$ cat src/rtl/gdt_pkg.sv
package gdt_pkg;
   typedef enum logic [1:0] {
      SEL_NONE = 2'd0,
      SEL_HI   = 2'd1,
      SEL_LO   = 2'd2
   } leg_sel_e;
endpackage

$ cat src/rtl/gdt_edge_det.sv
module gdt_edge_det #(
   parameter int N = 2
) (
   input  logic         clk,
   input  logic         rst_n,
   input  logic [N-1:0] din,
   output logic [N-1:0] rise,
   output logic [N-1:0] fall,
   output logic         chg_any
);
   logic [N-1:0] prev_q;

   for (genvar i = 0; i < N; i++) begin : g_bit
      always_ff @(posedge clk) begin
         if (!rst_n) prev_q[i] <= 1'b0;
         else        prev_q[i] <= din[i];
      end
      assign rise[i] = din[i] & ~prev_q[i];
      assign fall[i] = ~din[i] & prev_q[i];
   end

   assign chg_any = |(din ^ prev_q);
endmodule

$ cat src/rtl/gdt_cfg_hold.sv
module gdt_cfg_hold #(
   parameter int W = 8,
   parameter int N = 2
) (
   input  logic                clk,
   input  logic                rst_n,
   input  logic                open,
   input  logic [N-1:0][W-1:0] din,
   output logic [N-1:0][W-1:0] dout
);
   for (genvar f = 0; f < N; f++) begin : g_field
      logic [W-1:0] hold_q;
      always_ff @(posedge clk) begin
         if (!rst_n)    hold_q <= '0;
         else if (open) hold_q <= din[f];
      end
      assign dout[f] = open ? din[f] : hold_q;
   end
endmodule

$ cat src/rtl/gdt_down_cnt.sv
module gdt_down_cnt #(
   parameter int W = 8
) (
   input  logic         clk,
   input  logic         rst_n,
   input  logic         clr,
   input  logic         load,
   input  logic [W-1:0] val,
   output logic         done_nxt
);
   logic [W-1:0] cnt_q, cnt_d;

   always_comb begin
      if (clr)             cnt_d = '0;
      else if (load)       cnt_d = val;
      else if (cnt_q != 0) cnt_d = cnt_q - 1'b1;
      else                 cnt_d = '0;
   end

   always_ff @(posedge clk) begin
      if (!rst_n) cnt_q <= '0;
      else        cnt_q <= cnt_d;
   end

   assign done_nxt = (cnt_d == '0);
endmodule

$ cat src/rtl/gate_dt_leg.sv
module gate_dt_leg
   import gdt_pkg::*;
#(
   parameter int CNT_W = 8
) (
   input  logic             clk,
   input  logic             rst_n,
   input  logic             enable,
   input  logic             cmd_hi,
   input  logic             cmd_lo,
   input  logic [CNT_W-1:0] dead_cycles,
   input  logic [CNT_W-1:0] blank_cycles,
   input  logic             ilim_sense,
   output logic             gate_hi,
   output logic             gate_lo,
   output logic             blanking,
   output logic             ilim_trip
);
   localparam int NCMD   = 2;
   localparam int IX_HI  = 0;
   localparam int IX_LO  = 1;
   localparam int NCFG   = 2;
   localparam int IX_DT  = 0;
   localparam int IX_BL  = 1;

   if (CNT_W < 2 || CNT_W > 16) begin : g_bad_width
      $error("gate_dt_leg: CNT_W must lie in 2..16");
   end

   logic en_q;
   always_ff @(posedge clk) begin
      if (!rst_n) en_q <= 1'b0;
      else        en_q <= enable;
   end

   // configuration: follows the inputs until enable is first sampled
   logic [NCFG-1:0][CNT_W-1:0] cfg_in, cfg_eff;
   assign cfg_in[IX_DT] = dead_cycles;
   assign cfg_in[IX_BL] = blank_cycles;

   gdt_cfg_hold #(.W(CNT_W), .N(NCFG)) u_cfg (
      .clk(clk), .rst_n(rst_n), .open(!en_q), .din(cfg_in), .dout(cfg_eff)
   );

   // command edges
   logic [NCMD-1:0] cmd_v, rise, fall;
   logic            chg_any;
   assign cmd_v[IX_HI] = cmd_hi;
   assign cmd_v[IX_LO] = cmd_lo;

   gdt_edge_det #(.N(NCMD)) u_edge (
      .clk(clk), .rst_n(rst_n), .din(cmd_v),
      .rise(rise), .fall(fall), .chg_any(chg_any)
   );

   // selection state
   leg_sel_e sel_q, sel_d;
   logic     armed_q, armed_d;
   logic     hi_q, lo_q, hi_d, lo_d;
   logic     off_evt, dt_done_nxt, bl_done_nxt, blank_q;

   always_comb begin
      sel_d = sel_q;
      if (!enable)                       sel_d = SEL_NONE;
      else if (rise[IX_HI] && rise[IX_LO]) sel_d = SEL_NONE;
      else if (rise[IX_HI]) begin
         if (armed_q)                    sel_d = SEL_HI;
      end
      else if (rise[IX_LO])              sel_d = SEL_LO;
      else if (fall[IX_HI] && sel_q == SEL_HI) sel_d = SEL_NONE;
      else if (fall[IX_LO] && sel_q == SEL_LO) sel_d = SEL_NONE;
   end

   assign off_evt = enable &&
                    ((hi_q && sel_d != SEL_HI) || (lo_q && sel_d != SEL_LO));

   gdt_down_cnt #(.W(CNT_W)) u_dead (
      .clk(clk), .rst_n(rst_n), .clr(!enable), .load(off_evt),
      .val(cfg_eff[IX_DT]), .done_nxt(dt_done_nxt)
   );

   assign hi_d    = enable && sel_d == SEL_HI && (hi_q || dt_done_nxt);
   assign lo_d    = enable && sel_d == SEL_LO && (lo_q || dt_done_nxt);
   assign armed_d = enable && (armed_q || lo_d);

   always_ff @(posedge clk) begin
      if (!rst_n) begin
         sel_q   <= SEL_NONE;
         armed_q <= 1'b0;
         hi_q    <= 1'b0;
         lo_q    <= 1'b0;
      end else begin
         sel_q   <= sel_d;
         armed_q <= armed_d;
         hi_q    <= hi_d;
         lo_q    <= lo_d;
      end
   end

   // current-limit blanking
   gdt_down_cnt #(.W(CNT_W)) u_blank (
      .clk(clk), .rst_n(rst_n), .clr(!enable), .load(enable && chg_any),
      .val(cfg_eff[IX_BL]), .done_nxt(bl_done_nxt)
   );

   always_ff @(posedge clk) begin
      if (!rst_n) blank_q <= 1'b0;
      else        blank_q <= !bl_done_nxt;
   end

   assign gate_hi   = hi_q;
   assign gate_lo   = lo_q;
   assign blanking  = blank_q;
   assign ilim_trip = ilim_sense && !blank_q;
endmodule

$ cat config.mk
export PLATFORM = sky130hd
export DESIGN_NAME = gate_dt_leg
export DESIGN_NICKNAME = d
export VERILOG_FILES = /design/src/rtl/gdt_pkg.sv /design/src/rtl/gdt_edge_det.sv /design/src/rtl/gdt_cfg_hold.sv /design/src/rtl/gdt_down_cnt.sv /design/src/rtl/gate_dt_leg.sv
export SDC_FILE = /design/constraint.sdc
export NUM_CORES = 1
export LEC_CHECK = 0
export BUFFER_PORTS_ARGS = -buffer_cell sky130_fd_sc_hd__clkbuf_2
export CORE_MARGIN = 4
export CORE_UTILIZATION = 40
export CTS_CLUSTER_DIAMETER = 200
export CTS_CLUSTER_SIZE = 25
export DETAILED_ROUTE_END_ITERATION = 16
export HOLD_SLACK_MARGIN = 0.12
export PLACE_DENSITY_LB_ADDON = 0.25
export SYNTH_ARGS = -nofsm -noshare
export SYNTH_HDL_FRONTEND = slang
export SYNTH_SLANG_ARGS = --single-unit
$ cat constraint.sdc
create_clock -name clk -period 2.2 [get_ports clk]
set_input_delay 0 -clock clk [delete_from_list [all_inputs] [get_ports clk]]
set_output_delay 0 -clock clk [all_outputs]
set_load 0.01 [all_outputs]
==> results_dict.tcl <==
set metrics [dict create \
    status "complete, no violations" \
    wl_per_cell_um 13.3 \
    cts_tree "done" \
    maxSlewViolCount 0 \
    worst-path-stages 9 \
    place_area_mm2 0.00231 \
    ant_nets 0 \
    crit_chain "inv_2 -> ha_4 -> and4bb_4 -> a311oi_4 -> nor2_2 -> a311oi_4 -> buf_6 -> buf_4 -> a211oi_1" \
    hold_ws_ps 170 \
    max_freq_ghz 0.468 \
    synthTopCellsByArea "dfxtp_1, mux2i_1, nor2_1, ha_1, a211oi_1" \
    grt_overflow 0 \
    drive_gt1_share_pct 25.7 \
    regArea_um2 822 \
    crit_family "compound AO/OA/AOI/OAI gates" \
    rsz0062_at_grt "true" \
    hp-class "in2reg" \
    vias 1749 \
    dp_hpwl_um 3340 \
    crit_arrival_ps 2310 \
    ys_seq_area_share_pct 40.2 \
    p_int_uw 2060 \
    hold_depth 4 \
    p_leak_uw 0.00112 \
    clockRootBuffer "clkbuf_8" \
    core_area_mm2 0.00482 \
    post_cts_buffers 0 \
    synth-edff-count 0 \
    worstPathRequired_ps 2370 \
    crit_path_end_kind "flip-flop" \
    ys_types 45 \
    setup_violations 0 \
    die_h_um 79.4 \
    cpMaxStageDelayCell "a311oi_4" \
    antenna_found_initial 0 \
    cp_max_fo 8 \
    power.switching_uw 1120 \
    power_per_cell_area_mw_per_mm2 1190 \
    syn_area_per_cell_um2 9.28 \
    worst_setup_path_start_kind "flip-flop" \
    worst-slew-pin-transition_ps 515 \
    grt_max_degree 20 \
    design_area_mm2 0.00267 \
    path_class "reg2reg" \
    maxSlewHeadroom_pct 65.6 \
    yosysTopAreaCell "dfxtp_1" \
    cts.sink_count 41 \
    skew_ps 9.54 \
    clock_path_buffers 2 \
    yosys_warnings 0 \
    worst_path_largest_cell_delay_ps 490 \
    worst_r2r_path_depth 9 \
    drc_errors 0 \
    first_pass_iters 4 \
    synth_top_area_share_pct 40.2 \
    antenna_cells 0 \
    finalCriticalPeriod_ps 2140 \
    drv_cap 0 \
    routabilityCongestion 0.821 \
    die_area_mm2 0.00631 \
    h-tree-depth 2 \
    grt_use_total_pct 15.8 \
    clockPowerShare_pct 18.3 \
    irDropWorstVdd_v 0.000490 \
    worst-path-buf-inv 3 \
    fillers 475 \
    clk_pin_slew_ps 80 \
    io_pins 26 \
    swShare_pct 35.2 \
    fp.dieW_um 79.4 \
    grt_pass1_wl_um 7980 \
    row_count 25 \
    wl_um 4560 \
    fin_nets 306 \
    multi_input_area_mm2 0.00119 \
    synth_async_sr_flop_share_pct 0 \
    synth_flop_cell "dfxtp_1" \
    syn_area_mm2 0.00204 \
    numCtsBuffers 5 \
    detailedRoute.firstIterationViolations 63 \
    cp_common_cell "a311oi_4" \
    fin_crit_sh_pct 97.1 \
    grt_pass1_vias 1766 \
    syn_inst 220 \
    clk_latency_ps 290 \
    initial_core_util_pct 42.4 \
    hold_viol 0 \
    synthToLayoutAreaGrowth_pct 30.8 \
    p_seq_share_pct 29.8 \
    portBuffers 25 \
    syn_nets 250 \
    combPwrFrac_pct 51.8 \
    synth_seq_cells 41 \
    post_drt_via_cell_ratio 5.10 \
]
[area by class of cell]
class / count / share of cell area, %
Sequential cell: 41 / 30.8
Multi-Input combinational cell: 158 / 44.7
Tap cell: 67 / 3.14
Timing Repair Buffer: 55 / 15.4
Inverter: 15 / 2.11
Clock inverter: 2 / 1.31
Clock buffer: 5 / 2.58
[sequential cells by signal, indices dropped and copies added, names as in the netlist, 2 cells and up]
register	cells
u_edge.prev_q	2
u_blank.cnt_q	8
u_dead.cnt_q	8
u_cfg.g_field.hold_q	16
sel_q	2
[kinds of logic after synthesis]
| kind of cell | after synthesis | share of synthesized area, % |
|---|---|---|
| buf+inv | 21 | 4.60 |
| fa+ha+maj | 8 | 4.91 |
| compound gates | 39 | 15.9 |
| simple gates | 86 | 22.1 |
| mux | 19 | 9.63 |
| flops | 41 | 40.2 |
| xor+xnor | 6 | 2.58 |
[power by group through the flow]
stage / Sequential [µW] / Combinational [µW] / Clock (µW)
after floorplan: 949 / 1040 / 0
after global placement: 953 / 1440 / 0
after detailed placement: 951 / 1450 / 0
after CTS: 941 / 1520 / 592
after global routing: 961 / 1830 / 629
final: 947 / 1650 / 581
[path summary, 6_finish.rpt]
check                    from  slack [ps]         endpoint
min reg2reg           armed_q         460          armed_q
max reg2reg  u_edge.prev_q[0]          60  u_dead.cnt_q[4]
min            dead_cycles[1]         170  u_dead.cnt_q[1]
max          u_edge.prev_q[0]          60  u_dead.cnt_q[4]
[cells in the mapped netlist (2+ instances only)]
| cell type | instances |
|---|---|
| a21oi_1 | 7 |
| mux2i_1 | 14 |
| nand3b_1 | 2 |
| nand2_1 | 11 |
| clkbuf_1 | 4 |
| a21boi_0 | 2 |
| nor4_1 | 5 |
| nor2_1 | 35 |
| inv_1 | 15 |
| buf_6 | 2 |
| a211oi_1 | 8 |
| nor3b_1 | 2 |
| o21ai_0 | 2 |
| ha_1 | 8 |
| o22a_1 | 6 |
| dfxtp_1 | 41 |
| o31ai_1 | 2 |
| or3_2 | 2 |
| mux2_2 | 5 |
| a21o_1 | 2 |
| nor3_1 | 6 |
| o22ai_1 | 2 |
| xnor2_1 | 5 |
| and2_1 | 8 |
| nand3_1 | 2 |
| or3_1 | 2 |
| a311oi_4 | 2 |
[cell usage in the layout (no fill, tap or decap), drive strengths merged, types with 3 or more instances in the layout]
cell / count
a311oi: 3
clkbuf: 28
buf: 13
nor4: 5
mux2: 5
mux2i: 14
o22a: 6
a21oi: 7
nor3: 7
and2: 8
or3: 4
nand2: 12
nor2: 36
dfxtp: 41
ha: 8
dlygate4sd3: 19
a211oi: 8
inv: 15
xnor2: 5
[stage by stage]
stage / worst slack (ps) / util, % / power (µW) / TNS [ps] / std cells
after detailed placement: -32.4 / 47.9 / 2400 / -98.4 / 319
after floorplan: 124 / - / 1980 / 0 / 220
after global routing: -37.0 / 55.4 / 3420 / -159 / 343
final: 63.7 / 55.4 / 3170 / 0 / 343
after CTS: 14.0 / 54.4 / 3050 / 0 / 345
after global placement: 4.47 / 47.9 / 2400 / 0 / 319
[what timing repair did]
action                                  4_1_cts  5_1_grt
resized for setup                             3       15
endpoints found under the hold margin        19        0
hold buffers                                 19        0
pin swaps                                     2       10
endpoints found under the setup margin        9       10
[worst reg2reg max path, cell delays in order, from the launching register on]
cell and delay (ps):
dfxtp_2 340, inv_2 40, ha_4 160, and4bb_4 200, a311oi_4 320, nor2_2 100
a311oi_4 490, buf_6 210, buf_4 120, a211oi_1 50
[layer usage]
metal	share of wire [%]	global-route usage (%)
met1	45	19.9
met2	51	27.2
met3	2.8	2.82
met4	1.3	5.15
met5	0	0
No activity file was read; power rests on OpenSTA's default activity.
